<file path="config.mk">
export PLATFORM = sky130hd
export DESIGN_NAME = flash_unlock_scan
export DESIGN_NICKNAME = d
export VERILOG_FILES = /design/src/rtl/fus_pkg.sv /design/src/rtl/fus_addr_gen.sv /design/src/rtl/fus_poll_timer.sv /design/src/rtl/fus_bus_master.sv /design/src/rtl/flash_unlock_scan.sv
export SDC_FILE = /design/constraint.sdc
export NUM_CORES = 1
export LEC_CHECK = 0
export BUFFER_PORTS_ARGS = -buffer_cell sky130_fd_sc_hd__buf_2
export CORE_ASPECT_RATIO = 1.5
export CORE_UTILIZATION = 54
export DETAILED_ROUTE_END_ITERATION = 10
export PLACE_DENSITY_LB_ADDON = 0.05
export SKIP_CTS_REPAIR_TIMING = 1
export SYNTH_ARGS = -nofsm -noshare
export SYNTH_HDL_FRONTEND = slang
export SYNTH_SLANG_ARGS = --single-unit
</file>
<file path="constraint.sdc">
create_clock -name clk -period 2.5 [get_ports clk]
set_input_delay 0.125 -clock clk [delete_from_list [all_inputs] [get_ports clk]]
set_output_delay 0.125 -clock clk [all_outputs]
set_load 0.005 [all_outputs]
</file>
<file path="src/rtl/fus_pkg.sv">
package fus_pkg;

  typedef enum logic [3:0] {
    ST_IDLE,
    ST_CLR,
    ST_ARR,
    ST_CFG,
    ST_UNL,
    ST_POLL_U,
    ST_RSR,
    ST_STAT,
    ST_RES,
    ST_RSR2,
    ST_POLL_R,
    ST_FIN,
    ST_DONE
  } scan_st_e;

  localparam logic [7:0] CMD_CLR_STAT = 8'h50;
  localparam logic [7:0] CMD_ARRAY    = 8'hFF;
  localparam logic [7:0] CMD_CFG      = 8'h60;
  localparam logic [7:0] CMD_CONFIRM  = 8'hD0;
  localparam logic [7:0] CMD_RD_STAT  = 8'h70;

  localparam int STAT_READY_BIT = 7;
  localparam int STAT_SUSP_BIT  = 6;

endpackage

</file>
<file path="src/rtl/fus_addr_gen.sv">
module fus_addr_gen #(
  parameter int              ADDR_W      = 24,
  parameter int              IDX_W       = 8,
  parameter logic [ADDR_W-1:0] FLASH_BASE = '0,
  parameter int unsigned     BLOCK_BYTES = 65536
) (
  input  logic [IDX_W-1:0]  idx,
  output logic [ADDR_W-1:0] base_addr
);
  localparam bit IS_POW2 = (BLOCK_BYTES & (BLOCK_BYTES - 1)) == 0;
  localparam int SHIFT   = $clog2(BLOCK_BYTES);

  logic [ADDR_W-1:0] offset;

  generate
    if (IS_POW2) begin : g_shift
      assign offset = ADDR_W'(idx) << SHIFT;
    end else begin : g_mult
      assign offset = ADDR_W'(idx) * ADDR_W'(BLOCK_BYTES);
    end
  endgenerate

  assign base_addr = FLASH_BASE + offset;
endmodule

</file>
<file path="src/rtl/fus_poll_timer.sv">
module fus_poll_timer #(
  parameter int POLL_TRIES = 1024
) (
  input  logic clk,
  input  logic rst,
  input  logic clr,
  input  logic tick,
  output logic last
);
  localparam int CW = (POLL_TRIES < 2) ? 1 : $clog2(POLL_TRIES + 1);

  logic [CW-1:0] cnt;

  always_ff @(posedge clk) begin
    if (rst || clr) cnt <= '0;
    else if (tick && !last) cnt <= cnt + 1'b1;
  end

  assign last = (cnt == CW'(POLL_TRIES - 1));

  p_cnt_bound_r8: assert property (@(posedge clk) disable iff (rst)
    cnt < CW'(POLL_TRIES));
endmodule

</file>
<file path="src/rtl/fus_bus_master.sv">
module fus_bus_master #(
  parameter int ADDR_W = 24,
  parameter int DATA_W = 16
) (
  input  logic              clk,
  input  logic              rst,
  input  logic              go,
  input  logic              go_we,
  input  logic [ADDR_W-1:0] go_addr,
  input  logic [DATA_W-1:0] go_wdata,
  output logic              req,
  output logic              we,
  output logic [ADDR_W-1:0] addr,
  output logic [DATA_W-1:0] wdata,
  input  logic              ack,
  input  logic [DATA_W-1:0] rdata,
  output logic              xfer_done,
  output logic [DATA_W-1:0] xfer_rdata
);
  always_ff @(posedge clk) begin
    if (rst) begin
      req        <= 1'b0;
      we         <= 1'b0;
      addr       <= '0;
      wdata      <= '0;
      xfer_done  <= 1'b0;
      xfer_rdata <= '0;
    end else begin
      xfer_done <= 1'b0;
      if (req) begin
        if (ack) begin
          req        <= 1'b0;
          xfer_done  <= 1'b1;
          xfer_rdata <= rdata;
        end
      end else if (go) begin
        req   <= 1'b1;
        we    <= go_we;
        addr  <= go_addr;
        wdata <= go_wdata;
      end
    end
  end

  p_hold_until_ack_r11: assert property (@(posedge clk) disable iff (rst)
    (req && !ack) |=> (req && $stable(we) && $stable(addr) && $stable(wdata)));

  p_one_done_per_ack_r11: assert property (@(posedge clk) disable iff (rst)
    (req && ack) |=> (xfer_done && !req));
endmodule

</file>
<file path="src/rtl/flash_unlock_scan.sv">
module flash_unlock_scan
  import fus_pkg::*;
#(
  parameter int                ADDR_W      = 24,
  parameter int                DATA_W      = 16,
  parameter int                IDX_W       = 8,
  parameter logic [ADDR_W-1:0] FLASH_BASE  = '0,
  parameter int unsigned       BLOCK_BYTES = 65536,
  parameter int                POLL_TRIES  = 1024
) (
  input  logic              clk,
  input  logic              rst,
  input  logic              start,
  input  logic [IDX_W-1:0]  block_count,
  output logic              done,
  output logic              err_timeout,
  output logic              fl_req,
  output logic              fl_we,
  output logic [ADDR_W-1:0] fl_addr,
  output logic [DATA_W-1:0] fl_wdata,
  input  logic              fl_ack,
  input  logic [DATA_W-1:0] fl_rdata
);
  scan_st_e          st;
  logic              pend;
  logic              kick;
  logic [IDX_W-1:0]  idx;
  logic [IDX_W-1:0]  cnt_lat;
  logic [ADDR_W-1:0] blk_addr;

  logic              op_valid;
  logic              op_we;
  logic [7:0]        op_cmd;
  logic              go;
  logic              xfer_done;
  logic [DATA_W-1:0] xfer_rdata;
  logic              rd_ready;
  logic              rd_susp;
  logic              unused_rd_bits;
  logic              is_poll;
  logic              tmr_clr;
  logic              tmr_tick;
  logic              tmr_last;
  logic              launch;
  logic              last_blk;

  fus_addr_gen #(
    .ADDR_W(ADDR_W), .IDX_W(IDX_W),
    .FLASH_BASE(FLASH_BASE), .BLOCK_BYTES(BLOCK_BYTES)
  ) u_addr (
    .idx(idx), .base_addr(blk_addr)
  );

  always_comb begin
    op_valid = 1'b1;
    op_we    = 1'b1;
    op_cmd   = CMD_ARRAY;
    unique case (st)
      ST_CLR:    op_cmd = CMD_CLR_STAT;
      ST_ARR:    op_cmd = CMD_ARRAY;
      ST_CFG:    op_cmd = CMD_CFG;
      ST_UNL:    op_cmd = CMD_CONFIRM;
      ST_POLL_U: op_we  = 1'b0;
      ST_RSR:    op_cmd = CMD_RD_STAT;
      ST_STAT:   op_we  = 1'b0;
      ST_RES:    op_cmd = CMD_CONFIRM;
      ST_RSR2:   op_cmd = CMD_RD_STAT;
      ST_POLL_R: op_we  = 1'b0;
      ST_FIN:    op_cmd = CMD_ARRAY;
      default:   op_valid = 1'b0;
    endcase
  end

  assign go = op_valid && !pend;

  fus_bus_master #(.ADDR_W(ADDR_W), .DATA_W(DATA_W)) u_bus (
    .clk(clk), .rst(rst),
    .go(go), .go_we(op_we), .go_addr(blk_addr),
    .go_wdata(DATA_W'(op_cmd)),
    .req(fl_req), .we(fl_we), .addr(fl_addr), .wdata(fl_wdata),
    .ack(fl_ack), .rdata(fl_rdata),
    .xfer_done(xfer_done), .xfer_rdata(xfer_rdata)
  );

  assign rd_ready       = xfer_rdata[STAT_READY_BIT];
  assign rd_susp        = xfer_rdata[STAT_SUSP_BIT];
  assign unused_rd_bits = ^{xfer_rdata[DATA_W-1:8], xfer_rdata[5:0]};

  assign is_poll  = (st == ST_POLL_U) || (st == ST_POLL_R);
  assign tmr_clr  = xfer_done && ((st == ST_UNL) || (st == ST_RSR2));
  assign tmr_tick = xfer_done && is_poll && !rd_ready;

  fus_poll_timer #(.POLL_TRIES(POLL_TRIES)) u_tmr (
    .clk(clk), .rst(rst), .clr(tmr_clr), .tick(tmr_tick), .last(tmr_last)
  );

  assign launch   = (st == ST_IDLE) && (kick || start);
  assign last_blk = (idx == cnt_lat - 1'b1);

  always_ff @(posedge clk) begin
    if (rst) begin
      st          <= ST_IDLE;
      pend        <= 1'b0;
      kick        <= 1'b1;
      idx         <= '0;
      cnt_lat     <= '0;
      done        <= 1'b0;
      err_timeout <= 1'b0;
    end else begin
      done <= 1'b0;
      if (go) pend <= 1'b1;
      if (launch) begin
        kick        <= 1'b0;
        idx         <= '0;
        cnt_lat     <= block_count;
        err_timeout <= 1'b0;
        st          <= (block_count == '0) ? ST_DONE : ST_CLR;
      end else if (st == ST_DONE) begin
        done <= 1'b1;
        st   <= ST_IDLE;
      end else if (xfer_done) begin
        pend <= 1'b0;
        unique case (st)
          ST_CLR:  st <= ST_ARR;
          ST_ARR:  st <= ST_CFG;
          ST_CFG:  st <= ST_UNL;
          ST_UNL:  st <= ST_POLL_U;
          ST_POLL_U: begin
            if (rd_ready) st <= ST_RSR;
            else if (tmr_last) begin
              err_timeout <= 1'b1;
              st          <= ST_FIN;
            end
          end
          ST_RSR:  st <= ST_STAT;
          ST_STAT: st <= rd_susp ? ST_RES : ST_FIN;
          ST_RES:  st <= ST_RSR2;
          ST_RSR2: st <= ST_POLL_R;
          ST_POLL_R: begin
            if (rd_ready) st <= ST_FIN;
            else if (tmr_last) begin
              err_timeout <= 1'b1;
              st          <= ST_FIN;
            end
          end
          ST_FIN: begin
            if (last_blk) st <= ST_DONE;
            else begin
              idx <= idx + 1'b1;
              st  <= ST_CLR;
            end
          end
          default: st <= ST_IDLE;
        endcase
      end
    end
  end

  p_done_pulse_r9: assert property (@(posedge clk) disable iff (rst)
    done |=> !done);

  p_err_sticky_r8: assert property (@(posedge clk) disable iff (rst)
    (err_timeout && !launch) |=> err_timeout);

  p_idle_quiet_r10: assert property (@(posedge clk) disable iff (rst)
    (st == ST_IDLE) |-> !fl_req);

  p_idx_range_r3: assert property (@(posedge clk) disable iff (rst)
    ((st != ST_IDLE) && (st != ST_DONE)) |-> (idx < cnt_lat));
endmodule

</file>
==> run metrics, run 1 <==
Antenna diodes 0; max-slew violation count 0; initial antenna violation count 0; buffers added on ports 33; xor/xnor share of the synthesized area 5.03%; Rows 32; CP required 2.72 ns; power per cell area 917 nW/um^2; Period minus WS final 2.41 ns; dpl ws 0.0338 ns; largest area contributor in the netlist dfxtp_1; Total GRT Usage 23.2%; most frequent cell after synthesis nand2_1; post-synthesis sequential area ratio 35.8%; vias in the first global route 2422; clock root cell clkbuf_8; Synth Flop Type dfxtp_1; gpl congestion 0.843; fmax 415 MHz; antenna-violating nets left 0; Iteration-0 DRC Markers 102; Final WS setup 0.0915 ns; leakage power 1.35 nW; critical path arrival 2.63 ns; share of cells above drive strength 1 18.6%; total die area 5790 um^2; via/cell ratio 5.46; Mapped Area 2960 um^2; DRT Pass-1 Iters 4; insertion delay to the later sink of the worst-skew pair 0.31 ns; mux contribution to synthesized area 1.35%; Yosys top cell area share 35.8%; area of the multi-input gates 1690 um^2; total gr overflow 0; Ys Warns 0; simple-gate share of the synthesized area 27.4%; flops & latches, synth 53; max cap viols 0; clock buffer depth 2; Adder-Cell Fraction of Synth Area 2.96%; Compound-Gate Fraction of Synth Area 16.3%; Crit path largest cell delay 0.41 ns; CTS HTree Levels 2; Commonest cells post-synth nand2_1, dfxtp_1, a21oi_1, nor2_1, buf_4; Tcrit/Tclk final 96.3%; final hold violation count 0; kind of critical path reg2reg; Layout Skew 0.0127 ns; Routed Wire Length 6630 um; Cells after Synth 377; Post-synth ARST share 0%; Horiz. Die Dim 62.5 um; Core Area 5200 um^2; CP Max Fanout 5; Peak supply drop 0.397 mV; NumNets Final 447; Layout Area Growth over Synthesis 10.1%; Worst setup SP type flip-flop; Clk pin slew, worst setup/hold paths 0.10 ns; CTS tree yes; Bufs and invs on worst path 1; Synth area leaders dfxtp_1, nand2_1, buf_4, a21oi_1, nor2_1; Final HPWL DP 4840 um; Pwr Total 2.99 mW; largest net degree at the start of global routing 31; Crit-path slowest cell a2111oi_4; routed vias 2624; Fill cells 505; register area 1060 um^2; synth unique cells 51; DR WL/cell 13.8 um; die height 92.7 um; first-pass GRT wire length 10800 um; outcome finished clean; critical-path cell list inv_1 > ha_2 > or2b_4 > or3_4 > a2111oi_4 > o311ai_4 > and3_4 > a41o_1; CP Capture Type flip-flop; Tightest Pin Transition 0.551 ns; largest family of logic cells by synthesized area simple AND/OR/NAND/NOR gates; CP delay by family, top simple AND/OR/NAND/NOR gates; initial core utilization 56.9%; Min-Delay Path Class in2reg; clk sinks 53; relative slew slack 63.0%; I/O pin count 72; drt drc 0; Post-synth EDFFs 0; setup violators final 0; total CTS buffers 5; Mapped Avg Cell Area 7.86 um^2
## path summary, 6_finish.rpt
path                                        to  slack (ns)           start  cells past startpoint
worst max register to register          idx[4]        0.09      cnt_lat[1]                      8
worst min register to register  u_bus.wdata[7]        0.46  u_bus.wdata[7]                      2
worst max-delay path                    idx[4]        0.09      cnt_lat[1]                      8
worst min-delay path                cnt_lat[6]        0.05  block_count[6]                      3
## cells by family after synthesis
group                    after synthesis
AND/OR/NAND/NOR                      165
AO/OA/AOI/OAI                         74
buffers and inverters                 56
flip-flops                            53
XOR/XNOR                              17
adder cells (fa/ha/maj)                7
multiplexers                           4
other                                  1
## cells in the final DEF, fill, tap and decap left out, types with 2 or more instances in the layout
cell	count
xor2_1	6
nor3_1	8
nand3_1	8
conb_1	24
xnor2_1	11
clkbuf_8	5
a31o_2	3
or3_4	2
o221a_2	2
nor3b_1	3
nor2_1	32
o21a_1	2
inv_1	8
nand4_1	12
mux2i_1	4
ha_2	2
nand2b_1	11
o21ai_0	15
and3_1	3
nor4_1	3
a211oi_1	2
or3_1	7
buf_4	17
a21oi_1	37
buf_2	33
nand3b_1	3
nand2_1	62
ha_1	5
nor2b_1	3
dfxtp_1	52
## cell type report
class                      count  area share, %
clock buffer                   5           2.11
sequential                    53           32.6
clock inverter                 3          0.652
tap                           68           2.61
inverter                       9           1.04
multi-input combinational    292           51.7
timing repair buffer          51           9.32
## sequential cells by signal, summed over array words and instances (netlist names), 2 cells and up
name,flops
st,4
u_bus.wdata,5
cnt_lat,8
u_bus.xfer_rdata,2
idx,8
u_bus.addr,8
u_tmr.cnt,11
## stage by stage
step / instances / util, % / setup TNS, ns / hold slack [ns] / instance area, um^2
final: 481 / 62.7 / 0 / 0.0507 / 3260
after global routing: 481 / 62.7 / -0.00641 / 0.0547 / 3260
after CTS: 479 / 61.9 / 0 / 0.0432 / 3220
after detailed placement: 471 / 60.2 / 0 / 0.386 / 3130
after global placement: 471 / 60.2 / 0 / 0.379 / 3130
after floorplan: 400 / - / 0 / 0.261 / 3050
## tightest hold or removal path, cell delays in order
cell and delay (ns):
buf_2 0.10, nand2_1 0.05, a21oi_1 0.05
## report_power, final
part / internal, mW / total (mW) / leakage [nW] / switching (mW)
clock: 0.199 / 0.495 / 0.0445 / 0.296
sequential: 0.961 / 1.08 / 0.431 / 0.121
combinational: 0.591 / 1.41 / 0.872 / 0.822
total: 1.75 / 2.99 / 1.35 / 1.24
## metal layers
layer	global-route usage, %	routed length [um]	vias to the layer above
li1	-	-	1320
met1	25.6	2710	1224
met2	43.3	3550	62
met3	3.20	193	18
met4	10.3	176	0
met5	0	0	-
Note: power is estimated with default switching activity, not from simulation.
==> run 2, diff against run 1 <==
==> constraint.sdc (replaced) <==
create_clock -name clk -period 2.5 [get_ports clk]
set_input_delay 0.5 -clock clk [delete_from_list [all_inputs] [get_ports clk]]
set_output_delay 0.5 -clock clk [all_outputs]
set_load 0.005 [all_outputs]
==> run 2 against run 1 <==
Net effect:
- flip-flop and latch count did not move
- first-iteration DRC count rose by 49%
- routed wire length fell by 2.9%
- setup slack improved by 0.036 ns
- cell count fell by 1.0%
- clock power rose by 21%
- sequential power barely moved
- design area fell by 1.0%
- fmax rose by 1.5%
- die area did not move
==> run metrics, run 2 (synthesis gave the netlist of run 1 again) <==
antenna-violating nets left 0 (unchanged); Setup TNS 0 ns (unchanged); final hold violation count 0 (unchanged); Antenna diodes 0 (unchanged); power per cell area 921 nW/um^2 (+0.45%); Min-Delay Path Class in2reg; clk sinks 53 (unchanged); Peak supply drop 0.501 mV (+26%); Layout Skew 0.0115 ns (-0.00113 ns); Biggest register u_tmr.cnt; Tcrit/Tclk final 94.9% (-1.4 points); Endpoint, Worst Hold cnt_lat[0]; Period minus WS final 2.37 ns (-0.0362 ns); DR WL/cell 13.5 um (-1.9%); hold path start block_count[0]; CP Max Fanout 7 (+2); clock buffer depth 2 (unchanged); max cap viols 0 (unchanged); Placed Area 3110 um^2 (-0.72%); Iteration-0 DRC Markers 152 (+49%); max-slew violation count 0 (unchanged); kind of critical path reg2reg; CTS HTree Levels 2 (unchanged); total CTS buffers 5 (unchanged); dpl cells 468 (-0.64%); outcome finished clean; area of the multi-input gates 1660 um^2 (-1.5%); fmax 422 MHz (+1.5%); die height 92.7 um (unchanged); total die area 5790 um^2 (unchanged); Total GRT Usage 23.4% (+0.21 points); Final HPWL DP 4790 um (-1.0%); Final Cell Area 3230 um^2 (-1.0%); first-pass GRT wire length 10800 um (+0.13%); RSZ-0062 raised after global routing no; initial antenna violation count 0 (unchanged); Core Area 5200 um^2 (unchanged); commonest non-fill, non-tap cell in the layout nand2_1; critical path arrival 2.59 ns (-0.04 ns); Layout Area Growth over Synthesis 8.95%; leakage power 1.33 nW (-1.0%); worst reg2reg path depth 8 (unchanged); Tightest Pin Transition 0.497 ns (-0.0541 ns); share of cells above drive strength 1 16.9% (-1.7 points); commonest non-fill, non-tap cells in the layout nand2_1, dfxtp_1, a21oi_1, buf_2, nor2_1; CTS tree yes; Routed Wire Length 6440 um (-2.9%); NumNets Final 442 (-1.1%); Clk pin slew, worst setup/hold paths 0.10 ns (about the same); buffers added on ports 33 (unchanged); routed vias 2603 (-0.80%); max FFs per register 11 (unchanged); register area 1060 um^2 (unchanged); WHS Path Cells 3 (unchanged); reg2reg end idx[4]; relative slew slack 66.4% (+3.4 points); Horiz. Die Dim 62.5 um (unchanged); Fill cells 516 (+2.2%); vias in the first global route 2460 (+1.6%); via/cell ratio 5.47 (+0.24%); largest net degree at the start of global routing 19 (-39%); Rows 32 (unchanged); Layout Cells excl Fill 476 (-1.0%); reg2reg setup slack 0.13 ns (+0.04 ns); gpl congestion 0.910 (+7.9%); total gr overflow 0 (unchanged); post-layout util 62.0% (-0.65 points); CP Capture Type flip-flop; Pwr Total 2.97 mW (-0.59%); insertion delay to the later sink of the worst-skew pair 0.31 ns (about the same); clock root cell clkbuf_8; initial core utilization 56.9% (unchanged); drt drc 0 (unchanged); DRT Pass-1 Iters 4 (unchanged); setup violators final 0 (unchanged); Worst setup SP type flip-flop; CP required 2.72 ns (about the same); reg-to-reg critical path startpoint cnt_lat[0]; I/O pin count 72 (unchanged)
-- run 2: changes by cell type in the layout (fill, tap and decap cells not counted), sizes merged --
cell / delta
bufinv: +1
inv: -1
buf: -4
o311ai: -1
-- run 2: worst max-delay path by stage --
stage | to | cells past startpoint | slack [ns] | from
after floorplan | idx[4] | 8 | 0.21 | cnt_lat[0]
after global placement | idx[4] | 8 | 0.08 | cnt_lat[0]
after detailed placement | idx[4] | 8 | 0.05 | cnt_lat[0]
after CTS | idx[4] | 8 | 0.03 | cnt_lat[0]
after global routing | idx[4] | 8 | 0.006 | cnt_lat[0]
final | idx[4] | 8 | 0.13 | cnt_lat[0]
-- run 2: layout make-up --
cell class,instances,area share [%]
multi-input combinational,291,51.5
clock inverter,3,1.43
inverter,9,1.05
clock buffer,5,2.13
timing repair buffer,47,8.37
sequential,53,32.9
tap,68,2.64
-- run 2: per-layer routing --
layer	GRT usage [%]	part of all wire, %
met1	23.5	39
met2	45.7	54
met3	3.94	3.4
met4	11.0	3.0
met5	0	0
-- run 2: power breakdown --
part | switching, mW | internal, mW
Sequential | 0.113 | 0.961
Combinational | 0.783 | 0.519
Clock | 0.297 | 0.300
-- run 2: critical path, cell delays in order, from the launching register on --
cell and delay (ns):
dfxtp_2 0.35, inv_1 0.06, ha_2 0.18, or2b_2 0.30, or3_4 0.38, a2111oi_4 0.36, o311ai_4 0.23, and3_4 0.20
a41o_1 0.21
-- run 2: through the flow --
| stage | setup WS [ns] | hold slack (ns) |
|---|---|---|
| 3_3_place_gp | 0.0839 | 0.441 |
| 6_report | 0.128 | 0.420 |
| 3_5_place_dp | 0.0458 | 0.446 |
| 4_1_cts | 0.0252 | 0.421 |
| 2_1_floorplan | 0.212 | 0.427 |
| 5_1_grt | 0.00608 | 0.417 |
